## src/rtl/tmfir_pkg.sv

```systemverilog
package tmfir_pkg;
  typedef enum logic [1:0] {
    ST_LOAD    = 2'd0,
    ST_RESTART = 2'd1,
    ST_RUN     = 2'd2
  } fsm_t;
endpackage

```

## src/rtl/tmfir_ctrl.sv

```systemverilog
module tmfir_ctrl
  import tmfir_pkg::*;
#(
  parameter int NTAPS  = 16,
  parameter int ADDR_W = $clog2(NTAPS)
) (
  input  logic              clk,
  input  logic              rst,
  input  logic              cf_wr,
  input  logic              smp_valid,
  output logic [ADDR_W-1:0] addr,
  output logic              mem_wen,
  output logic              acc_rst,
  output logic              ready,
  output logic              shift_en,
  output logic              rd_vld,
  output logic              rd_first,
  output logic              rd_last
);
  localparam logic [ADDR_W-1:0] LAST_ADDR = ADDR_W'(NTAPS - 1);

  fsm_t state;

  always_ff @(posedge clk) begin
    if (rst) begin
      state <= ST_LOAD;
      addr  <= '0;
    end else begin
      unique case (state)
        ST_LOAD: begin
          if (cf_wr) begin
            if (addr == LAST_ADDR) begin
              state <= ST_RESTART;
              addr  <= '0;
            end else begin
              addr <= addr + 1'b1;
            end
          end
        end
        ST_RESTART: begin
          addr <= '0;
          if (smp_valid) state <= ST_RUN;
        end
        ST_RUN: begin
          if (addr == LAST_ADDR) begin
            state <= ST_RESTART;
            addr  <= '0;
          end else begin
            addr <= addr + 1'b1;
          end
        end
        default: begin
          state <= ST_LOAD;
          addr  <= '0;
        end
      endcase
    end
  end

  always_comb begin
    mem_wen  = (state == ST_LOAD) && cf_wr;
    ready    = (state == ST_RESTART);
    acc_rst  = (state == ST_RESTART);
    shift_en = ready && smp_valid;
    rd_vld   = (state == ST_RUN);
    rd_first = rd_vld && (addr == '0);
    rd_last  = rd_vld && (addr == LAST_ADDR);
  end
endmodule

```

## src/rtl/tmfir_coef_mem.sv

```systemverilog
module tmfir_coef_mem #(
  parameter int DEPTH  = 16,
  parameter int ADDR_W = $clog2(DEPTH),
  parameter int DATA_W = 8
) (
  input  logic              clk,
  input  logic              we,
  input  logic [ADDR_W-1:0] waddr,
  input  logic [DATA_W-1:0] wdata,
  input  logic [ADDR_W-1:0] raddr,
  output logic [DATA_W-1:0] rdata
);
  logic [DATA_W-1:0] mem [DEPTH];

  always_ff @(posedge clk) begin
    if (we) mem[waddr] <= wdata;
    rdata <= mem[raddr];
  end
endmodule

```

## src/rtl/tmfir_delay_line.sv

```systemverilog
module tmfir_delay_line #(
  parameter int DEPTH  = 16,
  parameter int ADDR_W = $clog2(DEPTH),
  parameter int DATA_W = 8
) (
  input  logic              clk,
  input  logic              rst,
  input  logic              shift_en,
  input  logic [DATA_W-1:0] din,
  input  logic [ADDR_W-1:0] sel,
  output logic [DATA_W-1:0] dout
);
  logic [DATA_W-1:0] taps [DEPTH];

  always_ff @(posedge clk) begin
    if (rst) taps[0] <= '0;
    else if (shift_en) taps[0] <= din;
  end

  for (genvar i = 1; i < DEPTH; i++) begin : g_tap
    always_ff @(posedge clk) begin
      if (rst) taps[i] <= '0;
      else if (shift_en) taps[i] <= taps[i-1];
    end
  end

  always_ff @(posedge clk) begin
    if (rst) dout <= '0;
    else dout <= taps[sel];
  end
endmodule

```

## src/rtl/tmfir_mac.sv

```systemverilog
module tmfir_mac #(
  parameter int A_W   = 8,
  parameter int B_W   = 8,
  parameter int ACC_W = 20
) (
  input  logic             clk,
  input  logic             rst,
  input  logic             vld,
  input  logic             first,
  input  logic             last,
  input  logic             acc_rst,
  input  logic [A_W-1:0]   a,
  input  logic [B_W-1:0]   b,
  output logic             res_valid,
  output logic [ACC_W-1:0] res_data
);
  localparam int PROD_W = A_W + B_W;

  logic signed [PROD_W-1:0] prod;
  logic signed [ACC_W-1:0]  prod_ext;
  logic signed [ACC_W-1:0]  acc;
  logic signed [ACC_W-1:0]  sum;

  always_comb begin
    prod     = $signed(a) * $signed(b);
    prod_ext = {{(ACC_W-PROD_W){prod[PROD_W-1]}}, prod};
    sum      = (first ? '0 : acc) + prod_ext;
  end

  always_ff @(posedge clk) begin
    if (rst) begin
      acc       <= '0;
      res_valid <= 1'b0;
      res_data  <= '0;
    end else begin
      res_valid <= vld && last;
      if (vld) acc <= sum;
      else if (acc_rst) acc <= '0;
      if (vld && last) res_data <= sum;
    end
  end
endmodule

```

## src/rtl/tmfir_core.sv

```systemverilog
module tmfir_core #(
  parameter int NTAPS    = 16,
  parameter int SAMPLE_W = 8,
  parameter int COEF_W   = 8,
  parameter int ACC_W    = SAMPLE_W + COEF_W + $clog2(NTAPS)
) (
  input  logic                clk,
  input  logic                rst,
  input  logic                cf_wr,
  input  logic [COEF_W-1:0]   cf_data,
  input  logic                smp_valid,
  input  logic [SAMPLE_W-1:0] smp_data,
  output logic                smp_ready,
  output logic                res_valid,
  output logic [ACC_W-1:0]    res_data
);
  localparam int ADDR_W = $clog2(NTAPS);

  logic [ADDR_W-1:0]   addr;
  logic                mem_wen, acc_rst, shift_en;
  logic                rd_vld, rd_first, rd_last;
  logic                vld_q, first_q, last_q;
  logic [COEF_W-1:0]   coef_q;
  logic [SAMPLE_W-1:0] samp_q;

  tmfir_ctrl #(.NTAPS(NTAPS), .ADDR_W(ADDR_W)) u_ctrl (
    .clk(clk), .rst(rst), .cf_wr(cf_wr), .smp_valid(smp_valid),
    .addr(addr), .mem_wen(mem_wen), .acc_rst(acc_rst), .ready(smp_ready),
    .shift_en(shift_en), .rd_vld(rd_vld), .rd_first(rd_first), .rd_last(rd_last)
  );

  tmfir_coef_mem #(.DEPTH(NTAPS), .ADDR_W(ADDR_W), .DATA_W(COEF_W)) u_mem (
    .clk(clk), .we(mem_wen), .waddr(addr), .wdata(cf_data),
    .raddr(addr), .rdata(coef_q)
  );

  tmfir_delay_line #(.DEPTH(NTAPS), .ADDR_W(ADDR_W), .DATA_W(SAMPLE_W)) u_hist (
    .clk(clk), .rst(rst), .shift_en(shift_en), .din(smp_data),
    .sel(addr), .dout(samp_q)
  );

  always_ff @(posedge clk) begin
    if (rst) begin
      vld_q   <= 1'b0;
      first_q <= 1'b0;
      last_q  <= 1'b0;
    end else begin
      vld_q   <= rd_vld;
      first_q <= rd_first;
      last_q  <= rd_last;
    end
  end

  tmfir_mac #(.A_W(COEF_W), .B_W(SAMPLE_W), .ACC_W(ACC_W)) u_mac (
    .clk(clk), .rst(rst), .vld(vld_q), .first(first_q), .last(last_q),
    .acc_rst(acc_rst), .a(coef_q), .b(samp_q),
    .res_valid(res_valid), .res_data(res_data)
  );
endmodule

```

## config.mk

```make
export PLATFORM = sky130hd
export DESIGN_NAME = tmfir_core
export DESIGN_NICKNAME = d
export VERILOG_FILES = /design/src/rtl/tmfir_pkg.sv /design/src/rtl/tmfir_ctrl.sv /design/src/rtl/tmfir_coef_mem.sv /design/src/rtl/tmfir_delay_line.sv /design/src/rtl/tmfir_mac.sv /design/src/rtl/tmfir_core.sv
export SDC_FILE = /design/constraint.sdc
export NUM_CORES = 1
export LEC_CHECK = 0
export BUFFER_PORTS_ARGS = -buffer_cell sky130_fd_sc_hd__buf_4
export CAP_MARGIN = 10
export CORE_MARGIN = 2
export CORE_UTILIZATION = 28
export DETAILED_ROUTE_END_ITERATION = 12
export GPL_ROUTABILITY_DRIVEN = 1
export PLACE_DENSITY = 0.46
export SLEW_MARGIN = 20
export SYNTH_ARGS = -nofsm -noshare
export SYNTH_HDL_FRONTEND = slang
export SYNTH_SLANG_ARGS = --single-unit
```

## constraint.sdc

```tcl
create_clock -name clk -period 6.2 [get_ports clk]
set_input_delay 0.93 -clock clk [delete_from_list [all_inputs] [get_ports clk]]
set_output_delay 0.93 -clock clk [all_outputs]
set_load 0.03 [all_outputs]
```

==> results.md <==
- Hold Path Class: reg -> reg
- Worst setup EP type: flip-flop
- Global route overflow: 0
- Die area: 60500 um^2
- Num rows: 88
- Fin. max-slew vios: 0
- Critical Path End: u_mac.res_data[19]$_SDFFE_PP0P_
- Worst-case clock buffer depth: 3
- Skew final: 0.0175 ns
- Main synth FF type: edfxtp_1
- Final min period: 5.91 ns
- FF-to-FF setup slack: 0.29 ns
- Starting density of the core: 28.4%
- Status: finished clean
- Post-route core utilization: 32.7%
- Leading area contributor after synthesis: edfxtp_1
- Static Leak: 7.02 nW
- Detailed-placement wirelength estimate: 22200 um
- Clk pin slew, worst setup/hold paths: 0.06 ns
- Post-Syn Nets: 1320
- Power consumption: 5.76 mW
- CP startpoint: u_hist.dout[0]$_SDFF_PP0_
- Gr usage total: 11.4%
- Setup-failing EPs final: 0
- PortBufs: 41
- Asr flop ratio synth: 0%
- First-pass GRT wire length: 54000 um
- Vias in the first global route: 9401
- Layout cell share with drive strength beyond 1: 18.2%
- Root buffer cell: clkbuf_16
- Layout Cells excl Fill: 2031
- Top area cells in the synthesized netlist: edfxtp_1 (47%), mux4_2 (11%), dfxtp_1 (8.1%)
- Post-synth EDFFs: 256
- Worst flop-to-flop path endpoint: u_mac.res_data[19]$_SDFFE_PP0P_
- Setup WS pre-CTS: 0.0531 ns
- Largest fanout on the critical path: 8
- Hold path startpoint: u_mac.res_data[10]$_SDFFE_PP0P_
- CTS tree: built
- Yosys cell types: 59
- Worst-skew pair later-pin latency: 0.55 ns
- Pwr per Cell Area: 304 nW/um^2
- Setup WS post-layout: 0.287 ns
- Cell count after synthesis: 1191
- Maximum level of the CTS H-tree: 2
- Layout area overhead: 15.4%
- Initial antenna violation count: 0
- Nets@finish: 1365
- Max Fclk: 169 MHz
- Via Count: 9125
- CP Data Arrival Time: 6.33 ns
- Clock sink count: 322
- Chip width: 246 um
- Max cap viols: 0
- R2R depth: 25
- # DRC: 0
- Required time worst endpoint: 6.62 ns
- Core area: 57800 um^2
- Register area share after synthesis: 55.0%
- Antenna Violating Nets Remaining: 0
- Vias per cell: 4.49
- Post-CTS Setup Bufs: 0
- Slew HR: 34.5%
- Ports: 42
- Worst slew pin tran: 0.983 ns
- Yosys reg bits: 322
- CTS Buf Count: 39
- Final Hold Viols: 0
- Reg-to-reg startpoint: u_hist.dout[0]$_SDFF_PP0_
- Largest net degree at the start of global routing: 75
- Pre-antenna DRT Iters: 5
- Drt initial violations: 499
- Synthesized area: 16400 um^2
- Placed cell count: 1960
- Routability cong.: 0.788
- Maximum vdd drop: 0.170 mV
- Crit Path Category: reg -> reg
- WHS: 0.454 ns
- DIE HEIGHT: 246 um
- Yosys top cell area share: 46.9%
- Startpoint types: flip-flop
- Routed wire length: 33500 um
- WL/cell: 16.5 um
- Diode count: 0
- Synth Warn #: 0
- Syn avg cell area: 13.8 um^2
- Final period utilization: 95.4%
-- per-stage QoR --
step / cell area [um^2] / setup TNS [ns]
after floorplan: 16400 / 0
after global placement: 17600 / 0
after detailed placement: 17600 / 0
after CTS: 18800 / 0
after global routing: 18900 / -0.0375
final: 18900 / 0
-- sequential cells by signal, summed over array words and instances, names as in the netlist --
name / flops
u_ctrl.state: 2
vld_q: 1
u_hist.taps: 128
last_q: 1
u_hist.dout: 8
u_mac.res_valid: 1
u_mem.rdata: 8
u_mac.acc: 20
u_mac.res_data: 20
u_mem.mem: 128
first_q: 1
u_ctrl.addr: 4
-- worst max-delay path, stage by stage, from the launching register on --
cell	delay [ns]
dfxtp_1	0.36
and2_1	0.18
ha_1	0.31
fa_1	0.46
ha_1	0.28
inv_1	0.04
fa_1	0.47
inv_1	0.04
ha_1	0.22
fa_1	0.48
a21o_2	0.24
a21oi_2	0.16
o21bai_1	0.10
a21oi_2	0.17
o21bai_1	0.09
a21oi_2	0.17
xnor2_1	0.13
ha_1	0.29
a21o_1	0.22
a21o_1	0.18
a21o_1	0.19
o22ai_2	0.18
a211oi_2	0.10
or4_4	0.48
a31oi_1	0.18
nor2_1	0.05
-- cell families (layout without fill, tap and decap cells) --
logic type	count (synthesis)	in the layout	share of synthesized area [%]
compound gates	115	115	4.54
flops	322	322	55.0
xor+xnor	36	36	2.34
buf+inv	146	221	3.35
simple gates	381	381	12.8
fa+ha+maj	109	109	10.9
mux	82	82	11.1
-- synth_stat cells (all sizes together) (10+ instances only) --
| library cell | instances |
|---|---|
| nor2 | 64 |
| clkbuf | 43 |
| dfxtp | 66 |
| a21oi | 49 |
| fa | 56 |
| and2 | 174 |
| edfxtp | 256 |
| o21ai | 14 |
| ha | 53 |
| inv | 94 |
| xnor2 | 24 |
| nor3 | 13 |
| mux4 | 80 |
| a21o | 10 |
| nor2b | 37 |
| and3 | 11 |
| nand2 | 56 |
-- layer usage --
layer	vias up	track usage, %	part of all wire (%)
met2	101	18.3	48
li1	4337	-	-
met5	-	0	0
met4	0	4.14	2.5
met3	48	1.98	3.0
met1	4639	15.5	47
-- cells in the final DEF, fill, tap and decap left out, drive strengths merged, types with 49 or more instances in the layout --
master | netlist | routed
a21oi | 49 | 49
ha | 53 | 53
mux4 | 80 | 80
nand2 | 56 | 56
fa | 56 | 56
inv | 94 | 98
buf | 9 | 56
dfxtp | 66 | 66
nor2 | 64 | 64
and2 | 174 | 174
edfxtp | 256 | 256
clkbuf | 43 | 59
-- layout make-up --
| cell class | instances | area (um^2) |
|---|---|---|
| repair buffers | 56 | 440 |
| multi-input cells | 723 | 6940 |
| well taps | 765 | 957 |
| inverters | 94 | 353 |
| clock buffers | 59 | 1090 |
| flip-flops and latches | 322 | 9030 |
| clock inverters | 12 | 106 |
| fillers | 5723 | 38900 |
-- repair_timing --
action,in CTS,in global routing
resized for setup,0,23
setup endpoints to repair,0,10
hold buffers,0,0
-- how the worst min path moves through the flow --
stage / to / cells after the start
detailed placement: u_mac.res_data[10]$_SDFFE_PP0P_ / 2
finish: u_mac.res_data[10]$_SDFFE_PP0P_ / 2
global route: u_mac.res_data[4]$_SDFFE_PP0P_ / 2
global placement: u_mac.acc[19]$_SDFFE_PP0P_ / 2
floorplan: u_mac.acc[19]$_SDFFE_PP0P_ / 2
CTS: u_mac.res_data[10]$_SDFFE_PP0P_ / 2
-- power by group --
group / switching [mW] / total [mW] / internal (mW)
sequential: 0.0516 / 2.43 / 2.38
combinational: 0.648 / 1.17 / 0.527
clock: 0.886 / 2.15 / 1.26
total: 1.58 / 5.76 / 4.17
No activity file was read; power rests on OpenSTA's default activity.
